<file path="src/rtl/sdram_ref_pkg.sv">
package sdram_ref_pkg;

  typedef enum logic [1:0] {
    RATE_OFF   = 2'b00,
    RATE_SHORT = 2'b01,
    RATE_MID   = 2'b10,
    RATE_LONG  = 2'b11
  } rate_code_e;

  // period in tenths of a microsecond times clock in MHz, floored
  function automatic int unsigned interval_cycles(input int unsigned tenths_us,
                                                  input int unsigned mhz);
    return (tenths_us * mhz) / 10;
  endfunction

  function automatic int unsigned bits_for(input int unsigned value);
    return $clog2(value + 1);
  endfunction

endpackage

</file>
<file path="src/rtl/ref_reload_table.sv">
module ref_reload_table
  import sdram_ref_pkg::*;
#(
  parameter int unsigned TENTHS_SHORT = 78,
  parameter int unsigned TENTHS_MID   = 156,
  parameter int unsigned TENTHS_LONG  = 1250,
  parameter int unsigned MHZ_SLOW     = 66,
  parameter int unsigned MHZ_MID      = 100,
  parameter int unsigned MHZ_FAST     = 133,
  parameter int unsigned CNT_W        = 15
) (
  input  logic [1:0]       rate_sel,
  input  logic [1:0]       clk_sel,
  output logic             enable,
  output logic [CNT_W-1:0] reload
);

  localparam int unsigned N_ROWS = 4;
  localparam int unsigned N_COLS = 3;

  logic [CNT_W-1:0] tbl [N_ROWS][N_COLS];
  logic [1:0]       col_idx;

  for (genvar gr = 0; gr < N_ROWS; gr++) begin : g_row
    for (genvar gc = 0; gc < N_COLS; gc++) begin : g_col
      localparam int unsigned TENTHS = (gr == 1) ? TENTHS_SHORT :
                                       (gr == 2) ? TENTHS_MID   :
                                       (gr == 3) ? TENTHS_LONG  : 0;
      localparam int unsigned MHZ    = (gc == 0) ? MHZ_SLOW :
                                       (gc == 1) ? MHZ_MID  : MHZ_FAST;
      if (gr == 0) begin : g_off
        assign tbl[gr][gc] = '0;
      end else begin : g_on
        assign tbl[gr][gc] = CNT_W'(interval_cycles(TENTHS, MHZ));
      end
    end
  end

  always_comb begin
    col_idx = (clk_sel == 2'd3) ? 2'd2 : clk_sel;
    enable  = (rate_sel != RATE_OFF);
    reload  = tbl[rate_sel][col_idx];
  end

endmodule

</file>
<file path="src/rtl/ref_interval_counter.sv">
module ref_interval_counter #(
  parameter int unsigned CNT_W = 15
) (
  input  logic             clk,
  input  logic             rst_n,
  input  logic             enable,
  input  logic [1:0]       rate_sel,
  input  logic [1:0]       clk_sel,
  input  logic [CNT_W-1:0] reload,
  output logic             expire,
  output logic             cfg_change
);

  logic [CNT_W-1:0] remain_q;
  logic [3:0]       cfg_q;
  logic [3:0]       cfg_now;
  logic [CNT_W-1:0] reload_m1;

  always_comb begin
    cfg_now    = {rate_sel, clk_sel};
    cfg_change = (cfg_now != cfg_q);
    reload_m1  = reload - CNT_W'(1);
    expire     = enable && !cfg_change && (remain_q == '0);
  end

  always_ff @(posedge clk or negedge rst_n) begin
    if (!rst_n) begin
      remain_q <= '0;
      cfg_q    <= '0;
    end else begin
      cfg_q <= cfg_now;
      if (!enable) begin
        remain_q <= '0;
      end else if (cfg_change || remain_q == '0) begin
        remain_q <= reload_m1;
      end else begin
        remain_q <= remain_q - CNT_W'(1);
      end
    end
  end

endmodule

</file>
<file path="src/rtl/ref_pending_tracker.sv">
module ref_pending_tracker #(
  parameter int unsigned PEND_MAX = 3,
  parameter int unsigned PEND_W   = 2
) (
  input  logic              clk,
  input  logic              rst_n,
  input  logic              enable,
  input  logic              expire,
  input  logic              ack,
  output logic [PEND_W-1:0] pend,
  output logic              req
);

  logic [PEND_W-1:0] pend_q;
  logic              take;
  logic              full;

  always_comb begin
    take = ack && (pend_q != '0);
    full = (pend_q == PEND_W'(PEND_MAX));
    pend = pend_q;
    req  = (pend_q != '0);
  end

  always_ff @(posedge clk or negedge rst_n) begin
    if (!rst_n) begin
      pend_q <= '0;
    end else if (!enable) begin
      pend_q <= '0;
    end else if (expire && !take) begin
      if (!full) pend_q <= pend_q + PEND_W'(1);
    end else if (take && !expire) begin
      pend_q <= pend_q - PEND_W'(1);
    end
  end

endmodule

</file>
<file path="src/rtl/sdram_refresh_timer.sv">
module sdram_refresh_timer
  import sdram_ref_pkg::*;
#(
  parameter int unsigned TENTHS_SHORT = 78,
  parameter int unsigned TENTHS_MID   = 156,
  parameter int unsigned TENTHS_LONG  = 1250,
  parameter int unsigned MHZ_SLOW     = 66,
  parameter int unsigned MHZ_MID      = 100,
  parameter int unsigned MHZ_FAST     = 133,
  parameter int unsigned PEND_MAX     = 3
) (
  input  logic                                 clk,
  input  logic                                 rst_n,
  input  logic [1:0]                           rate_sel,
  input  logic [1:0]                           clk_sel,
  input  logic                                 refresh_ack,
  output logic                                 refresh_req,
  output logic [$clog2(PEND_MAX+1)-1:0]        pending_cnt
);

  localparam int unsigned MAX_CYC = interval_cycles(TENTHS_LONG, MHZ_FAST);
  localparam int unsigned CNT_W   = bits_for(MAX_CYC);
  localparam int unsigned PEND_W  = $clog2(PEND_MAX + 1);

  logic             period_on;
  logic [CNT_W-1:0] period_len;
  logic             interval_tick;
  logic             cfg_change;

  ref_reload_table #(
    .TENTHS_SHORT(TENTHS_SHORT),
    .TENTHS_MID  (TENTHS_MID),
    .TENTHS_LONG (TENTHS_LONG),
    .MHZ_SLOW    (MHZ_SLOW),
    .MHZ_MID     (MHZ_MID),
    .MHZ_FAST    (MHZ_FAST),
    .CNT_W       (CNT_W)
  ) table_i (
    .rate_sel(rate_sel),
    .clk_sel (clk_sel),
    .enable  (period_on),
    .reload  (period_len)
  );

  ref_interval_counter #(
    .CNT_W(CNT_W)
  ) counter_i (
    .clk       (clk),
    .rst_n     (rst_n),
    .enable    (period_on),
    .rate_sel  (rate_sel),
    .clk_sel   (clk_sel),
    .reload    (period_len),
    .expire    (interval_tick),
    .cfg_change(cfg_change)
  );

  ref_pending_tracker #(
    .PEND_MAX(PEND_MAX),
    .PEND_W  (PEND_W)
  ) tracker_i (
    .clk   (clk),
    .rst_n (rst_n),
    .enable(period_on),
    .expire(interval_tick),
    .ack   (refresh_ack),
    .pend  (pending_cnt),
    .req   (refresh_req)
  );

endmodule

</file>
<file path="config.mk">
export PLATFORM = sky130hd
export DESIGN_NAME = sdram_refresh_timer
export DESIGN_NICKNAME = d
export VERILOG_FILES = /design/src/rtl/sdram_ref_pkg.sv /design/src/rtl/ref_reload_table.sv /design/src/rtl/ref_interval_counter.sv /design/src/rtl/ref_pending_tracker.sv /design/src/rtl/sdram_refresh_timer.sv
export SDC_FILE = /design/constraint.sdc
export NUM_CORES = 1
export LEC_CHECK = 0
export ABC_AREA = 1
export BUFFER_PORTS_ARGS = -buffer_cell sky130_fd_sc_hd__buf_2
export CAP_MARGIN = 40
export CORE_MARGIN = 2
export CORE_UTILIZATION = 28
export CTS_CLUSTER_SIZE = 8
export DETAILED_ROUTE_END_ITERATION = 16
export PLACE_DENSITY_LB_ADDON = 0.3
export SYNTH_ARGS = -nofsm -noshare
export SYNTH_HDL_FRONTEND = slang
export SYNTH_SLANG_ARGS = --single-unit
export TNS_END_PERCENT = 1
</file>
<file path="constraint.sdc">
create_clock -name clk -period 5.8 [get_ports clk]
set_clock_uncertainty 0.2 [all_clocks]
set_input_delay 0.58 -clock clk [delete_from_list [all_inputs] [get_ports clk]]
set_output_delay 0.58 -clock clk [all_outputs]
set_load 0.05 [all_outputs]
</file>
==> key figures, run 1 <==
Finish
  • Reg area: 526 µm²
  • Synth-to-layout area growth: 6.70%
  • # fillers: 713
  • Layout cells sized above 1: 0.144
  • Final Net Count: 292
  • Final core occ: 0.304
  • Area of the multi-input gates: 1040 µm²
  • Antenna cell count: 0

Drt
  • DRT Pass-1 Iters: 4
  • Wire per inst: 11.7 µm
  • DRC: 0
  • DR iter-0 viols: 82
  • Post-DRT Antenna Nets: 0
  • Vias: 1571
  • Vias per inst: 4.43
  • Post-detailed-routing wire length: 4150 µm

Setup path
  • Worst-path cell chain: nor2_1 > nand2_1 > nor2_1 > nand2_1 > nand2_4 > nand2_1 > nand2_2 > ha_1 > nand3_2 > nor3_4 > nand3_1 > nand2_1 > nor2_1
  • Critical-path top delay cell: nand2_1
  • Kind of critical path: register to register
  • Critical Path Sink Type: register
  • Top delay family on crit path: simple AND/OR/NAND/NOR gates
  • CP Buf/Inv Count: 0
  • Critical Path Source Type: register
  • Worst EP required: 5.77 ns
  • Crit-path max FO: 23
  • Most frequent cell on the critical path: nand2_1
  • Max stage delay on crit path: 0.48 ns
  • Arrival time worst endpoint: 2.93 ns

CTS
  • CTS Buf Count: 3
  • Clock slew at reported path FFs: 0.08 ns
  • Post-CTS setup buffers: 0
  • TritonCTS Sinks: 21
  • TritonCTS clock tree: done
  • Number of H-tree levels: 1
  • Clk Latency, worst-skew pair: 0.27 ns
  • Bufs on Longest Clock Path: 2
  • Post-cts sizing count: 0
  • CTS Hold Bufs: 0
  • Clk root buf: clkbuf_8

GRT
  • Via count of the first global-routing pass: 1497
  • Antenna violations before repair: 0
  • First-pass GRT wire length: 7160 µm
  • Largest net degree at the start of global routing: 24
  • Gr usage total: 0.126
  • GRT Residual Overflow: 0

Timing
  • Worst slew pin tran: 0.786 ns
  • Unrepaired setup endpoints after global routing: false
  • Max Fclk: 337 MHz
  • Period Utilization, post-route: 0.511
  • Final min period: 2.97 ns
  • Fin. max-slew vios: 0
  • TNS Setup: 0 ns
  • Final Hold Viols: 0
  • Normalized max-slew margin: 0.475
  • Setup violations, final: 0

Placed design
  • GP Congestion: 0.854
  • Buffers on Ports: 9
  • Final HPWL DP: 3220 µm

Synthesis
  • Most common cell in the netlist: nand2_1
  • Post-synth EDFFs: 0
  • Cell Area, Synth: 1780 µm²
  • Synth unique cells: 28
  • Net Count, Synth: 286
  • Avg Inst Size Synth: 6.50 µm²
  • Synth area leader: dfrtp_1
  • Seq cells post-synth: 21
  • Top post-synthesis cells by area: dfrtp_1 30%, nand2_1 15%, nor2_1 9.7%
  • Post-synth ARST share: 1.00
  • Synth Warn #: 0
  • Prevailing post-synth register cell: dfrtp_1
  • Gate count of the mapped netlist: 273
  • Synth top area share: 0.296
  • Commonest cells post-synth: 73 x nand2_1, 46 x nor2_1, 33 x inv_1
  • Seq/Total Area, Yosys: 0.296

Floorplan
  • Placement row count: 29
  • Die area: 6990 µm²
  • Die Span X: 83.6 µm
  • Die H: 83.6 µm
  • Core ar.: 6240 µm²
  • Initial Util: 0.284
  • I/O pin count: 10

Power
  • Tot Pwr: 0.471 mW
  • Max VDD drop: 208 µV
  • Pwr Density: 249 nW/µm²
  • Leakage power: 1.04 nW

Worst hold path
  • Worst hold path class: input pin to async pin

Job
  • Max-Cap Viols: 0

Outcome
  • Status: complete, no violations
[power breakdown]
group | switching (mW) | leakage [nW] | internal (mW)
logic | 0.133 | 0.755 | 0.0540
registers | 0.0143 | 0.264 | 0.166
clock network | 0.0544 | 0.0228 | 0.0492
total | 0.202 | 1.04 | 0.270
[cell type report]
class | count | share of cell area
Inverter | 37 | 0.0746
Multi-Input combinational cell | 207 | 0.550
Clock buffer | 4 | 0.0238
Sequential cell | 21 | 0.277
Tap cell | 77 | 0.0509
Timing Repair Buffer | 9 | 0.0238
[metrics by stage]
step	area [µm²]	setup slack [ns]	hold WS, ns	std cells
after floorplan	1780	3.39	0.0844	273
after global placement	1850	2.94	0.305	351
after detailed placement	1850	2.88	0.308	351
after CTS	1890	2.86	0.0909	355
after global routing	1890	2.50	0.110	355
final	1890	2.83	0.0668	355
[worst paths after layout]
kind | cells after the start | start | end | slack [ns]
max in group asynchronous | 1 | rst_n | counter_i.remain_q[13] | 4.98
min | 1 | rst_n | counter_i.cfg_q[0] | 0.07
max | 13 | counter_i.remain_q[1] | counter_i.remain_q[10] | 2.83
min reg2reg | 1 | tracker_i.pend[0] | tracker_i.pend[0] | 0.32
max reg2reg | 13 | counter_i.remain_q[1] | counter_i.remain_q[10] | 2.83
min in group clk | 1 | clk_sel[0] | counter_i.cfg_q[0] | 0.26
[registers in the layout (all words and copies together) (netlist names)]
register / cells
counter_i.cfg_q: 4
counter_i.remain_q: 15
tracker_i.pend: 2
[layout by cell type (no fill, tap or decap), types with 2 or more instances in the layout]
cell type | Yosys | routed
nand3b_1 | 7 | 7
inv_1 | 33 | 33
o21ai_0 | 9 | 9
ha_1 | 6 | 6
nand2_1 | 73 | 73
or2_2 | 2 | 2
a21oi_1 | 12 | 12
dfrtp_1 | 21 | 21
nor2_2 | 3 | 3
nand3_2 | 3 | 3
inv_2 | 3 | 3
nand2_2 | 12 | 12
buf_2 | 3 | 9
nand4_1 | 2 | 2
nor2_1 | 46 | 46
clkbuf_8 | 0 | 3
xnor2_1 | 2 | 2
nor3_1 | 2 | 2
nand2_4 | 2 | 2
nand3_1 | 20 | 20
[worst register-to-register path, stage by stage, from the launching register on]
cell,delay (ns)
dfrtp_1,0.39
nor2_1,0.12
nand2_1,0.07
nor2_1,0.14
nand2_1,0.48
nand2_4,0.42
nand2_1,0.10
nand2_2,0.10
ha_1,0.21
nand3_2,0.12
nor3_4,0.28
nand3_1,0.11
nand2_1,0.08
nor2_1,0.04
[metal layers]
layer  track usage  vias up  wire length [µm]
li1              -      856                 -
met1         0.175      689              2160
met2         0.202       21              1800
met3        0.0237        5               128
met4        0.0308        0                53
met5             0        -                 0
[cells by family (layout without fill, tap and decap cells)]
logic type	after synthesis	in the layout	share of synthesized area
buffers and inverters	45	50	0.118
xor gates and xnor gates	2	2	0.00987
adders and majority gates	6	6	0.0423
AOI/OAI and AO/OA	25	25	0.0740
and+or+nand+nor	174	174	0.460
DFF	21	21	0.296
No activity file was read; power rests on OpenSTA's default activity.
==> run 2: changes to the inputs <==
--- a/config.mk
+++ b/config.mk
@@ -5,7 +5,7 @@
 export SDC_FILE = /design/constraint.sdc
 export NUM_CORES = 1
 export LEC_CHECK = 0
-export ABC_AREA = 1
+export ABC_AREA = 0
 export BUFFER_PORTS_ARGS = -buffer_cell sky130_fd_sc_hd__buf_2
 export CAP_MARGIN = 40
 export CORE_MARGIN = 2
==> constraint.sdc (replaced) <==
create_clock -name clk -period 2.6 [get_ports clk]
set_clock_uncertainty 0.2 [all_clocks]
set_input_delay 0.26 -clock clk [delete_from_list [all_inputs] [get_ports clk]]
set_output_delay 0.26 -clock clk [all_outputs]
set_load 0.05 [all_outputs]
==> run 2 against run 1 <==
Net effect: the run now ends with negative setup slack left; critical path type unchanged; non-clock buffer count up 45; final area up 14%; critical endpoint is now counter_i.remain_q[14]; count of clock-buffer cells in the layout down 1; area after synthesis down 6.1%; cell count down 12%; highest routed layer unchanged; global-route usage up 1.3 points.
==> key figures, run 2 <==
Outcome
  • Status: finished, violations left
  • Failing checks: negative setup slack

GRT
  • First-pass GRT wire length: 7040 µm (-1.7%)
  • Gr usage total: 0.139 (+0.0130)
  • Largest net degree at the start of global routing: 24 (unchanged)
  • Via count of the first global-routing pass: 1448 (-3.3%)
  • Antenna violations before repair: 0 (unchanged)
  • GRT Residual Overflow: 0 (unchanged)

Setup path
  • Worst EP required: 2.55 ns (-3.22 ns)
  • Kind of critical path: register to register
  • Top delay family on crit path: compound AO/OA/AOI/OAI gates
  • Max stage delay on crit path: 0.41 ns (-0.07 ns)
  • CP Buf/Inv Count: 0 (unchanged)
  • Worst-path cell chain: nor4_4 > and4_4 > a21o_4 > o311ai_2 > o21ai_1 > ha_2 > o311a_1 > o2111ai_2 > mux2i_2 > a31o_1 > a21oi_2
  • CP Depth: 11 (-2)
  • Reg2Reg Depth: 11 (-2)
  • Crit-path max FO: 5 (-78%)
  • Arrival time worst endpoint: 2.69 ns (-0.24 ns)
  • Critical Path Source Type: register
  • Critical Path Sink Type: register
  • Critical-path top delay cell: dfrtp_1

Finish
  • Reg with most FFs: counter_i.remain_q
  • Final core occ: 0.369 (+0.0658)
  • Most common cell after layout, fill and taps aside: buf_4
  • Layout cells sized above 1: 0.322 (+0.178)
  • Final Net Count: 253 (-13%)
  • Synth-to-layout area growth: 29.7%
  • Max FFs per register: 15 (unchanged)
  • Non-filler cells, final: 314 (-12%)
  • Antenna cell count: 0 (unchanged)
  • # fillers: 597 (-16%)
  • Most frequent cells in the layout: 44 x buf_4, 27 x nor2_1, 21 x dfrtp_1

Drt
  • Post-detailed-routing wire length: 4180 µm (+0.72%)
  • Vias per inst: 4.86 (+9.7%)
  • Vias: 1525 (-2.9%)
  • DRT Pass-1 Iters: 4 (unchanged)
  • Post-DRT Antenna Nets: 0 (unchanged)
  • DRC: 0 (unchanged)
  • Wire per inst: 13.3 µm (+14%)
  • DR iter-0 viols: 79 (-3.7%)

Power
  • Part of the power in combinational logic: 0.383 (-0.014)
  • Clk network pwr share: 0.226 (+0.006)
  • Reg power frac: 0.391 (+0.008)
  • Sw Pwr: 0.328 mW (+62%)
  • Int Pwr: 0.663 mW (+150%)
  • Leakage power: 0.976 nW (-6.3%)
  • Switch share: 0.331 (-0.0973)
  • Pwr Density: 459 nW/µm² (+84%)
  • Tot Pwr: 0.991 mW (+110%)
  • Max VDD drop: 188 µV (-9.6%)

Timing
  • Period Utilization, post-route: 1.06 (+0.544)
  • Worst slew pin tran: 0.512 ns (-0.274 ns)
  • TNS Setup: -0.588 ns (-0.588 ns)
  • Final Hold Viols: 0 (unchanged)
  • Fin. max-slew vios: 0 (unchanged)
  • Max Fclk: 364 MHz (+8.1%)
  • Normalized max-slew margin: 0.659 (+0.184)
  • Final min period: 2.74 ns (-0.222 ns)
  • Post-route setup slack: -0.144 ns (-2.98 ns)
  • Min Hold Slack: 0.148 ns (+0.0811 ns)
  • Setup violations, final: 6 (+6)
  • Unrepaired setup endpoints after global routing: true

Synthesis
  • Synth Warn #: 0 (unchanged)
  • Top post-synthesis cells by area: dfrtp_1 32%, nor2_1 6.1%, xnor2_1 5.8%
  • Avg Inst Size Synth: 8.77 µm² (+35%)
  • Synth top area share: 0.315 (+0.0193)
  • Post-synth ARST share: 1.00 (unchanged)
  • Gate count of the mapped netlist: 190 (-30%)
  • Net Count, Synth: 203 (-29%)
  • Commonest cells post-synth: 27 x nor2_1, 21 x dfrtp_1, 15 x nand2_1
  • Post-synth EDFFs: 0 (unchanged)
  • Cell Area, Synth: 1670 µm² (-6.1%)
  • Seq/Total Area, Yosys: 0.315 (+0.0193)
  • Most common cell in the netlist: nor2_1
  • Synth area leader: dfrtp_1
  • Seq cells post-synth: 21 (unchanged)
  • Prevailing post-synth register cell: dfrtp_1
  • Synth unique cells: 56 (+100%)

Floorplan
  • Core ar.: 5850 µm² (-6.3%)
  • Die area: 6590 µm² (-5.8%)
  • Die Span X: 81.2 µm (-3.0%)
  • Placement row count: 28 (-3.4%)
  • I/O pin count: 10 (unchanged)
  • Initial Util: 0.285 (+0.000376)
  • Die H: 81.2 µm (-3.0%)

Placed design
  • Placed Cells: 306 (-13%)
  • GP Congestion: 0.859 (+0.54%)
  • Final HPWL DP: 3150 µm (-2.2%)
  • Buffers on Ports: 9 (unchanged)

CTS
  • Clk root buf: clkbuf_8
  • CTS Buf Count: 3 (unchanged)
  • Bufs on Longest Clock Path: 2 (unchanged)
  • TritonCTS clock tree: done
  • Number of H-tree levels: 1 (unchanged)
  • TritonCTS Sinks: 21 (unchanged)
  • Clock slew at reported path FFs: 0.09 ns (about the same)
  • Clk Latency, worst-skew pair: 0.27 ns (about the same)

Job
  • Max-Cap Viols: 0 (unchanged)

Worst hold path
  • Worst hold path class: input pin to register
  • Hold Path Depth: 2
==> run 2: cell type report <==
class / instances / area (µm²) / share of cell area
Tap cell: 75 / 93.8 / 0.0434
Clock buffer: 3 / 41.3 / 0.0191
Inverter: 11 / 41.3 / 0.0191
Sequential cell: 21 / 526 / 0.243
Multi-Input combinational cell: 149 / 1070 / 0.494
Clock inverter: 1 / 5.00 / 0.00232
Timing Repair Buffer: 54 / 385 / 0.178
==> run 2: metrics by stage <==
step / cell area (µm²) / worst slack, ns
finish: 2160 / -0.144
global route: 2160 / -0.327
CTS: 2130 / -0.170
detailed placement: 2050 / -0.224
global placement: 2050 / -0.115
floorplan: 1680 / -0.339
==> run 2: repair_timing <==
action / in CTS / in global routing
pin swaps: 15 / 5
gates cloned: 0 / 0
hold endpoints to repair: 21 / 0
setup endpoints to repair: 6 / 6
hold buffers: 1 / 0
gates resized for setup: 4 / 5
buffers inserted: 2 / 1
==> run 2: path summary, 6_finish.rpt <==
| check | from | endpoint | slack [ns] |
|---|---|---|---|
| worst min register to register | tracker_i.pend[1] | tracker_i.pend[1] | 0.42 |
| max in group asynchronous | rst_n | counter_i.remain_q[14] | 1.56 |
| worst min-delay path | clk_sel[0] | counter_i.cfg_q[0] | 0.15 |
| worst max-delay path | counter_i.remain_q[7] | counter_i.remain_q[14] | -0.14 |
| worst max register to register | counter_i.remain_q[7] | counter_i.remain_q[14] | -0.14 |
| min in group asynchronous | rst_n | counter_i.remain_q[11] | 0.28 |
==> run 2: cell families (layout without fill, tap and decap cells) <==
kind of cell | after synthesis | count (layout) | synth area share
and+or+nand+nor | 70 | 70 | 0.222
DFF | 21 | 21 | 0.315
adders and majority gates | 6 | 6 | 0.0450
buffers and inverters | 20 | 69 | 0.0668
xor gates and xnor gates | 17 | 17 | 0.0893
AOI/OAI and AO/OA | 46 | 46 | 0.197
muxes | 10 | 10 | 0.0638
==> run 2: power groups by stage <==
stage               clock network (mW)  logic [mW]  registers (mW)
floorplan                            0       0.205           0.394
finish                           0.224       0.380           0.388
detailed placement                   0       0.357           0.392
global placement                     0       0.358           0.391
global route                     0.248       0.421           0.392
CTS                              0.233       0.371           0.389
==> run 2: worst register-to-register path: cells and delay by family (launching register included) <==
family	cells	cell delay [ns]
AOI/OAI and AO/OA	7	0.94
muxes	1	0.24
DFF	1	0.41
adders and majority gates	1	0.23
and+or+nand+nor	2	0.58
==> run 2: layer usage <==
| metal | GRT usage | routed length (µm) | vias up | part of all wire |
|---|---|---|---|---|
| li1 | - | - | 771 | - |
| met1 | 0.192 | 1980 | 722 | 0.47 |
| met2 | 0.232 | 2030 | 27 | 0.49 |
| met3 | 0.0233 | 149 | 5 | 0.036 |
| met4 | 0.0203 | 23 | 0 | 0.0055 |
| met5 | 0 | 0 | - | 0 |
